==> src/rtl/warp_sched_pkg.sv <==
package warp_sched_pkg;

    typedef enum logic [1:0] {
        LAT_ALU    = 2'd0,
        LAT_GMEM   = 2'd1,
        LAT_FPU    = 2'd2,
        LAT_BRANCH = 2'd3
    } lat_class_e;

    typedef enum logic [1:0] {
        SLOT_IDLE  = 2'd0,
        SLOT_READY = 2'd1,
        SLOT_WAIT  = 2'd2
    } slot_state_e;

    function automatic logic is_long(input lat_class_e c);
        return c != LAT_ALU;
    endfunction

endpackage

==> src/rtl/warp_slot.sv <==
module warp_slot
    import warp_sched_pkg::*;
#(
    parameter int CNT_W = 3
) (
    input  logic             clk,
    input  logic             rst_n,
    input  logic             resident,
    input  logic             grant,
    input  lat_class_e       cls,
    input  logic [CNT_W-1:0] count,
    input  logic             done,
    output logic             ready
);

    localparam logic [CNT_W-1:0] ONE = CNT_W'(1);

    slot_state_e      state_q, state_d;
    logic [CNT_W-1:0] cnt_q, cnt_d;

    // next-state decode: arrive, block, drain, release, evict
    always_comb begin
        state_d = state_q;
        cnt_d   = cnt_q;
        if (!resident) begin
            state_d = SLOT_IDLE;
            cnt_d   = '0;
        end else begin
            unique case (state_q)
                SLOT_IDLE: begin
                    state_d = SLOT_READY;
                    cnt_d   = '0;
                end
                SLOT_READY: begin
                    if (grant && is_long(cls)) begin
                        state_d = SLOT_WAIT;
                        cnt_d   = (count == '0) ? ONE : count;
                    end
                end
                SLOT_WAIT: begin
                    if (done) begin
                        if (cnt_q == ONE) begin
                            state_d = SLOT_READY;
                            cnt_d   = '0;
                        end else begin
                            cnt_d = cnt_q - ONE;
                        end
                    end
                end
                default: begin
                    state_d = SLOT_IDLE;
                    cnt_d   = '0;
                end
            endcase
        end
    end

    // state register
    always_ff @(posedge clk) begin
        if (!rst_n) begin
            state_q <= SLOT_IDLE;
            cnt_q   <= '0;
        end else begin
            state_q <= state_d;
            cnt_q   <= cnt_d;
        end
    end

    // outputs
    always_comb begin
        ready = (state_q == SLOT_READY);
    end

    AST_WAIT_HAS_PENDING: assert property (@(posedge clk) disable iff (!rst_n)
        state_q == SLOT_WAIT |-> cnt_q != '0);

    AST_LAST_DONE_RELEASES: assert property (@(posedge clk) disable iff (!rst_n)
        (state_q == SLOT_WAIT && cnt_q == ONE && done && resident) |=> state_q == SLOT_READY);

    AST_GRANT_ONLY_READY: assert property (@(posedge clk) disable iff (!rst_n)
        grant |-> (state_q == SLOT_READY && resident));

    AST_EVICT_CLEARS: assert property (@(posedge clk) disable iff (!rst_n)
        !resident |=> (state_q == SLOT_IDLE && cnt_q == '0));

endmodule

==> src/rtl/warp_rr_arbiter.sv <==
module warp_rr_arbiter #(
    parameter int N     = 8,
    parameter int IDX_W = 3
) (
    input  logic [N-1:0]     req,
    input  logic [IDX_W-1:0] last,
    output logic             gnt_valid,
    output logic [IDX_W-1:0] gnt_idx
);

    // scan from last+1 upward with wrap; first requester wins
    always_comb begin
        int pos;
        gnt_valid = 1'b0;
        gnt_idx   = '0;
        pos       = 0;
        for (int k = 1; k <= N; k++) begin
            pos = (int'(last) + k) % N;
            if (!gnt_valid && req[IDX_W'(pos)]) begin
                gnt_valid = 1'b1;
                gnt_idx   = IDX_W'(pos);
            end
        end
    end

endmodule

==> src/rtl/thread_lane_map.sv <==
module thread_lane_map #(
    parameter int IDX_W = 10,
    parameter int LANES = 32,
    localparam int LANE_W = $clog2(LANES),
    localparam int LIN_W  = 2 * IDX_W,
    localparam int WARP_W = LIN_W - LANE_W
) (
    input  logic              mode_2d,
    input  logic [IDX_W-1:0]  x,
    input  logic [IDX_W-1:0]  y,
    input  logic [IDX_W-1:0]  dim_x,
    input  logic [IDX_W-1:0]  dim_y,
    output logic [WARP_W-1:0] warp,
    output logic [LANE_W-1:0] lane,
    output logic              live,
    output logic [WARP_W:0]   warp_count
);

    logic [LIN_W-1:0] linear;
    logic [LIN_W-1:0] total;
    logic [LIN_W:0]   rounded;

    always_comb begin
        if (mode_2d) begin
            linear = LIN_W'(x) * LIN_W'(dim_y) + LIN_W'(y);
            total  = LIN_W'(dim_x) * LIN_W'(dim_y);
            live   = (x < dim_x) && (y < dim_y);
        end else begin
            linear = LIN_W'(x);
            total  = LIN_W'(dim_x);
            live   = (x < dim_x);
        end
        rounded    = (LIN_W + 1)'(total) + (LIN_W + 1)'(LANES - 1);
        warp       = linear[LIN_W-1:LANE_W];
        lane       = linear[LANE_W-1:0];
        warp_count = rounded[LIN_W:LANE_W];
    end

endmodule

==> src/rtl/warp_sched.sv <==
module warp_sched
    import warp_sched_pkg::*;
#(
    parameter int NUM_WARPS = 8,
    parameter int CNT_W     = 3,
    parameter int IDX_W     = 10,
    parameter int LANES     = 32,
    localparam int WID_W  = (NUM_WARPS > 1) ? $clog2(NUM_WARPS) : 1,
    localparam int LANE_W = $clog2(LANES),
    localparam int LIN_W  = 2 * IDX_W,
    localparam int WARP_W = LIN_W - LANE_W
) (
    input  logic                       clk,
    input  logic                       rst_n,
    input  logic [NUM_WARPS-1:0]       warp_resident,
    input  logic [2*NUM_WARPS-1:0]     next_class,
    input  logic [CNT_W*NUM_WARPS-1:0] next_count,
    input  logic [NUM_WARPS-1:0]       done_pulse,
    output logic                       issue_valid,
    output logic [WID_W-1:0]           issue_warp,
    output logic [1:0]                 issue_class,
    input  logic                       map_2d,
    input  logic [IDX_W-1:0]           map_x,
    input  logic [IDX_W-1:0]           map_y,
    input  logic [IDX_W-1:0]           map_dim_x,
    input  logic [IDX_W-1:0]           map_dim_y,
    output logic [WARP_W-1:0]          map_warp,
    output logic [LANE_W-1:0]          map_lane,
    output logic                       map_lane_live,
    output logic [WARP_W:0]            map_warp_count
);

    logic [NUM_WARPS-1:0] ready_vec;
    logic [NUM_WARPS-1:0] eligible;
    logic                 pick_valid;
    logic [WID_W-1:0]     pick_idx;
    logic [WID_W-1:0]     last_q;
    logic [1:0]           pick_class;

    generate
        for (genvar g = 0; g < NUM_WARPS; g++) begin : g_slot
            warp_slot #(.CNT_W(CNT_W)) u_slot (
                .clk     (clk),
                .rst_n   (rst_n),
                .resident(warp_resident[g]),
                .grant   (pick_valid && (pick_idx == WID_W'(g))),
                .cls     (lat_class_e'(next_class[2*g +: 2])),
                .count   (next_count[CNT_W*g +: CNT_W]),
                .done    (done_pulse[g]),
                .ready   (ready_vec[g])
            );
        end
    endgenerate

    assign eligible = ready_vec & warp_resident;

    warp_rr_arbiter #(.N(NUM_WARPS), .IDX_W(WID_W)) u_arb (
        .req      (eligible),
        .last     (last_q),
        .gnt_valid(pick_valid),
        .gnt_idx  (pick_idx)
    );

    always_comb begin
        pick_class = next_class[2*pick_idx +: 2];
    end

    // issue register and rotation pointer
    always_ff @(posedge clk) begin
        if (!rst_n) begin
            issue_valid <= 1'b0;
            issue_warp  <= '0;
            issue_class <= 2'd0;
            last_q      <= WID_W'(NUM_WARPS - 1);
        end else begin
            issue_valid <= pick_valid;
            if (pick_valid) begin
                issue_warp  <= pick_idx;
                issue_class <= pick_class;
                last_q      <= pick_idx;
            end
        end
    end

    thread_lane_map #(.IDX_W(IDX_W), .LANES(LANES)) u_map (
        .mode_2d   (map_2d),
        .x         (map_x),
        .y         (map_y),
        .dim_x     (map_dim_x),
        .dim_y     (map_dim_y),
        .warp      (map_warp),
        .lane      (map_lane),
        .live      (map_lane_live),
        .warp_count(map_warp_count)
    );

    AST_NO_IDLE_SLOT: assert property (@(posedge clk) disable iff (!rst_n)
        (|eligible) |=> issue_valid);

    AST_EMPTY_NO_ISSUE: assert property (@(posedge clk) disable iff (!rst_n)
        !(|eligible) |=> !issue_valid);

    AST_LONG_BLOCKS_REISSUE: assert property (@(posedge clk) disable iff (!rst_n)
        (issue_valid && issue_class != LAT_ALU) |=> !(issue_valid && issue_warp == $past(issue_warp)));

    AST_ISSUED_WAS_RESIDENT: assert property (@(posedge clk) disable iff (!rst_n)
        issue_valid |-> (|($past(warp_resident) & (NUM_WARPS'(1) << issue_warp))));

endmodule

==> config.mk <==
export PLATFORM = sky130hd
export DESIGN_NAME = warp_sched
export DESIGN_NICKNAME = d
export VERILOG_FILES = /design/src/rtl/warp_sched_pkg.sv /design/src/rtl/warp_slot.sv /design/src/rtl/warp_rr_arbiter.sv /design/src/rtl/thread_lane_map.sv /design/src/rtl/warp_sched.sv
export SDC_FILE = /design/constraint.sdc
export NUM_CORES = 1
export LEC_CHECK = 0
export BUFFER_PORTS_ARGS = -buffer_cell sky130_fd_sc_hd__buf_2
export CORE_UTILIZATION = 51
export CTS_BUF_LIST = sky130_fd_sc_hd__clkbuf_8
export CTS_CLUSTER_DIAMETER = 120
export CTS_CLUSTER_SIZE = 12
export DETAILED_ROUTE_END_ITERATION = 8
export GPL_ROUTABILITY_DRIVEN = 0
export PLACE_DENSITY = 0.68
export SYNTH_ARGS = -nofsm -noshare
export SYNTH_HDL_FRONTEND = slang
export SYNTH_SLANG_ARGS = --single-unit
==> constraint.sdc <==
create_clock -name clk -period 15.44 [get_ports clk]
set_input_delay 0.772 -clock clk [delete_from_list [all_inputs] [get_ports clk]]
set_output_delay 0.772 -clock clk [all_outputs]
set_load 0.01 [all_outputs]
==> results.cfg, run 1 <==
[detailed_routing]
wl_per_cell_um = 15.05
postRouteAntennaNets = 0
num_vias = 10680
drt_iter0_drc = 685
first_pass_iters = 5
routed_wl_um = 29150
route.detailed.drc = 0
via_per_inst = 5.514

[synthesis]
ys.flop_type = dfxtp_1
muxShareOfSynthArea_pct = 7.065
yosysWarningCount = 0
ys_seq_area_share_pct = 7.879
syn_nets = 1935
synth_area_um2 = 12450
yosys.area_share.simple_pct = 19.84
synth_top_area_share_pct = 21.55
synth.most_common_cell = inv_1
synth_fa_ha_area_share_pct = 40.54
syn_avg_cell_area_um2 = 8.229
ys_types = 74
ys_ff_latch = 49
synth-xor-area-share_pct = 3.588
synth_edf_count = 0
synth_top_family_by_area = adder cells
syn_inst = 1513
synth_top_area_cell = fa_1
synth-compound-area-share_pct = 12.81
synthTopCellsByArea = fa_1, ha_1, dfxtp_1
ys_async_sr_fraction_pct = 0
ys_top_cells_by_count = inv_1, nand2_1, ha_1, nor2_1, fa_1

[global_route]
grtUsageTotal_pct = 24.53
grt_max_degree = 30
grt.overflow.total = 0
antenna_found_initial = 2
grt_pass1_vias = 10510
grt_pass1_wl_um = 49200

[worst_setup_path]
crit_type = in2out
rr_worst_depth = 11
worst-path-max-fanout = 13
arrival_ns = 7.12
cp-end-kind = output port
crit_required_ns = 14.67
crit_path_start_kind = input port

[timing]
tightest_slew_ns = 0.8483
timing.fmax_mhz = 126.7
maxSlewViolCount = 0
rsz0062_at_grt = false
finalSetupTns_ns = 0
min_period_ns = 7.895
setup_viol = 0
max_slew_margin_pct = 42.92
skew_ns = 0.01550
period_share_pct = 51.13
hold_violations = 0

[clock_tree]
tritoncts = done
htreeDepth = 2
root_buffer = clkbuf_8
clk_latency_ns = 0.33
cts_made_buffers = 5
post_cts_buffers = 0
clock_sinks = 49
cts_resized = 0
path_clk_slew_ns = 0.11
cts_buffer_depth = 2
cts_hold_buf = 0

[floorplan]
dieArea_um2 = 25040
ios = 142
die_y_um = 158.2
initial_core_util_pct = 52.57
dieWidth_um = 158.2
core-area_um2 = 23680
rows = 56

[placed_design]
port_buffers = 141
dp_hpwl_um = 24110
place_area_um2 = 13380

[power]
power_per_cell_area_nw_per_um2 = 145.6
ir_drop_mv = 0.1249
p_leak_nw = 6.577

[cells_and_area]
drive_gt1_share_pct = 13.78
n_antenna_cell = 0
syn_to_final_growth_pct = 8.301
post-route-util_pct = 56.94
nNetsFinal = 2040
finalInstanceArea_um2 = 13480

[min_path]
min_path_type = reg2reg
holdPathStages = 2

[run_status]
run_status = finished clean

[job]
maxCapViolations = 0
[worst max-delay path, stage by stage]
cell	delay (ns)
buf_2	0.22
clkinv_1	0.32
nor2_1	0.23
fa_1	0.45
ha_1	0.29
inv_1	0.05
fa_1	0.53
inv_1	0.05
fa_1	0.54
inv_1	0.06
fa_1	0.53
inv_1	0.04
ha_1	0.22
or3_1	0.38
o221a_2	0.28
o21a_1	0.19
nor4_1	0.43
nand4_1	0.26
nor4_1	0.72
nand4_1	0.24
xor2_1	0.19
buf_2	0.14
[final timing paths]
path,slack [ns],to,from
setup / recovery,7.55,map_warp_count[14],map_dim_y[5]
hold / removal,0.46,g_slot[3].u_slot.cnt_q[1],g_slot[3].u_slot.cnt_q[1]
setup reg to reg,10.20,g_slot[5].u_slot.state_q[1],last_q[1]
hold reg to reg,0.46,g_slot[3].u_slot.cnt_q[1],g_slot[3].u_slot.cnt_q[1]
[sequential cells by signal (all words and copies together), names as in the netlist]
signal	count
g_slot.u_slot.cnt_q	24
g_slot.u_slot.state_q	16
issue_warp	3
last_q	3
issue_class	2
issue_valid	1
[per-stage QoR]
step / std cells / setup slack (ns) / hold slack (ns) / power [mW]
6_report: 1937 / 7.545 / 0.4564 / 1.964
3_3_place_gp: 1930 / 7.682 / 0.4394 / 1.847
5_1_grt: 1937 / 7.047 / 0.4835 / 2.194
4_1_cts: 1937 / 7.533 / 0.4593 / 1.974
2_1_floorplan: 1513 / 7.983 / 0.4319 / 1.481
3_5_place_dp: 1930 / 7.565 / 0.4437 / 1.864
[cell type report]
type	instances	area, µm²
clock buffers	5	68.82
clock inverters	2	38.79
fillers	2257	10200
inverters	223	837.1
multi-input cells	1196	10440
flip-flops and latches	49	980.9
well taps	319	399.1
repair buffers	143	720.7
[layout by cell type, fill, tap and decap left out, types with 8 or more instances in the layout]
cell      netlist  routed
a21oi_1        60      60
inv_1         213     213
o21a_1         11      11
mux2_2         13      13
nor3_1         15      15
nand3_1        23      23
mux4_2         18      18
nor2b_1        13      13
nor2_1        158     158
fa_1          134     134
a22oi_1         8       8
buf_2           5     141
a31oi_1         9       9
nand2_1       194     194
mux2i_1        23      23
a211oi_1        8       8
xnor2_1        35      35
nor4_1          9       9
dfxtp_1        49      49
and2_1         55      55
xor2_1         16      16
o21ai_0        55      55
a21o_1         23      23
ha_1          189     189
clkinv_1        9       9
nand2b_1        8       8
[power by group]
part	switching, mW	internal (mW)
combinational	0.971	0.735
sequential	0.0201	0.140
clock	0.0504	0.0481
[metal layers]
layer | up-vias | GRT usage, % | share of wire (%)
met5 | - | 0 | 0.045
met4 | 2 | 6.639 | 2.5
met3 | 62 | 3.066 | 4.7
met2 | 277 | 42.75 | 48
met1 | 5150 | 31.81 | 45
li1 | 5190 | - | -
[cells by family (layout without fill, tap and decap cells)]
group                    count (synthesis)  count (layout)
XOR/XNOR                                51              51
multiplexers                            60              60
AO/OA/AOI/OAI                          237             237
buffers and inverters                  268             373
adder cells (fa/ha/maj)                323             323
AND/OR/NAND/NOR                        525             525
flip-flops                              49              49
(Power assumes the default switching activity.)
==> run 2: changes to the inputs <==
clock period = 7.9 ns   (was 15.44 ns; I/O delays follow)
==> run 2 against run 1 <==
  * Sequential share of layout area hardly changed
  * Design area is 0.11% lower
  * Global-route usage up 0.26 points
  * Largest power group unchanged
  * Register-to-register slack worse by 7.5 ns
  * Total power increased by 94%
  * Clock skew shrank 0.0042 ns
  * Via count shrank 0.22%
  * Sequential cell count unchanged
  * Worst setup slack lost 6.7 ns
  * Die area did not move
  * Combinational power rose by 95%
  * Highest routed layer unchanged
==> results.cfg, run 2 (synthesis gave the netlist of run 1 again) <==
[placed_design]
port_buffers = 141
place_area_um2 = 13380
dp_hpwl_um = 24590

[cells_and_area]
largestRegisters = g_slot.u_slot.cnt_q (24), g_slot.u_slot.state_q (16)
syn_to_final_growth_pct = 8.180
largest_reg_flops = 24
post-route-util_pct = 56.87
multi_input_area_um2 = 10440
drive_gt1_share_pct = 13.84
mostFrequentLayoutCells = inv_1, nand2_1, ha_1
final_common_cell = inv_1
fillers = 2238
regMostFlops = g_slot.u_slot.cnt_q
regArea_um2 = 980.9
nNetsFinal = 2041
n_antenna_cell = 0
finalInstanceArea_um2 = 13470

[run_status]
run_status = finished clean

[worst_setup_path]
rr_worst_depth = 11
reg2reg_to = g_slot[5].u_slot.state_q[1]
worst-path-max-fanout = 13
r2r_start = last_q[1]
arrival_ns = 6.69
crit_required_ns = 7.51
startpoint = map_dim_y[6]
cp-end-kind = output port
crit_type = in2out
crit_path_start_kind = input port
r2r_slack_ns = 2.66
crit_end = map_warp_count[14]

[clock_tree]
cts_buffer_depth = 2
clk_latency_ns = 0.34
path_clk_slew_ns = 0.11
cts_resized = 0
post_cts_buffers = 0
root_buffer = clkbuf_8
tritoncts = done
clock_sinks = 49
htreeDepth = 2
cts_made_buffers = 5
cts_hold_buf = 0

[floorplan]
core-area_um2 = 23680
dieArea_um2 = 25040
die_y_um = 158.2
ios = 142
initial_core_util_pct = 52.57
dieWidth_um = 158.2
rows = 56

[detailed_routing]
route.detailed.drc = 0
num_vias = 10660
drt_iter0_drc = 681
postRouteAntennaNets = 0
wl_per_cell_um = 15.35
first_pass_iters = 5
via_per_inst = 5.499
routed_wl_um = 29760

[timing]
min_period_ns = 7.085
period_share_pct = 89.68
tightest_slew_ns = 0.8830
maxSlewViolCount = 0
rsz0062_at_grt = false
max_slew_margin_pct = 41.05
hold_violations = 0
timing.fmax_mhz = 141.1
setup_viol = 0
finalSetupTns_ns = 0
skew_ns = 0.01132

[global_route]
grt_pass1_vias = 10350
grt_max_degree = 30
antenna_found_initial = 2
grtUsageTotal_pct = 24.79
grt.overflow.total = 0
grt_pass1_wl_um = 49710

[job]
maxCapViolations = 0

[power]
ir_drop_mv = 0.2186
p_leak_nw = 6.568
power_per_cell_area_nw_per_um2 = 282.7

[min_path]
min_path_type = in2reg
## run 2: cell count changes in the layout (fill, tap and decap cells not counted), sizes merged
cell      delta
buf          +1
bufinv       -1
clkinv       +1
clkinvlp     +1
inv          -1
## run 2: critical path, cell delays in order
cell and delay, ns:
buf_2 0.23, clkinv_1 0.32, nor2_1 0.26, fa_1 0.42, ha_1 0.29, inv_1 0.05
fa_1 0.52, inv_1 0.05, fa_1 0.53, inv_1 0.06, fa_1 0.53, inv_1 0.04
ha_1 0.22, or3_1 0.38, o221a_2 0.28, o21a_1 0.20, nor4_1 0.41, nand4_1 0.28
nor4_1 0.66, nand4_1 0.24, xor2_1 0.18, buf_2 0.14
## run 2: cell type report
type | instances | area share (%)
multi-input combinational | 1196 | 77.50
tap | 319 | 2.963
inverter | 223 | 6.215
timing repair buffer | 144 | 5.406
clock buffer | 5 | 0.5109
clock inverter | 2 | 0.1208
sequential | 49 | 7.283
## run 2: power breakdown
group / switching [mW] / internal, mW
Sequential: 0.0397 / 0.273
Clock: 0.102 / 0.0615
Combinational: 1.89 / 1.44
Total: 2.04 / 1.77
## run 2: routing by layer
layer / share of wire (%) / routed length, µm / track usage [%]
met1: 45 / 13350 / 32.64
met2: 49 / 14510 / 43.36
met3: 4.5 / 1340 / 2.683
met4: 1.8 / 541 / 5.769
met5: 0.034 / 10 / 0
## run 2: worst min-delay path by stage
| stage | startpoint | cells past startpoint | endpoint | slack, ns |
|---|---|---|---|---|
| after floorplan | g_slot[0].u_slot.cnt_q[1] | 2 | g_slot[0].u_slot.cnt_q[1] | 0.43 |
| after global routing | rst_n | 2 | last_q[1] | 0.45 |
| final | rst_n | 2 | last_q[0] | 0.42 |
| after CTS | rst_n | 2 | last_q[0] | 0.41 |
| after detailed placement | g_slot[3].u_slot.cnt_q[1] | 2 | g_slot[3].u_slot.cnt_q[1] | 0.44 |
| after global placement | g_slot[3].u_slot.cnt_q[1] | 2 | g_slot[3].u_slot.cnt_q[1] | 0.44 |
## run 2: stage by stage
stage	hold WS [ns]	worst slack [ns]	instances	total power, mW
after detailed placement	0.4447	0.8557	1931	3.646
after global placement	0.4390	0.9167	1931	3.604
final	0.4180	0.8152	1938	3.808
after CTS	0.4080	0.8405	1938	3.833
after global routing	0.4451	0.3106	1938	4.272
after floorplan	0.4319	1.197	1513	2.895
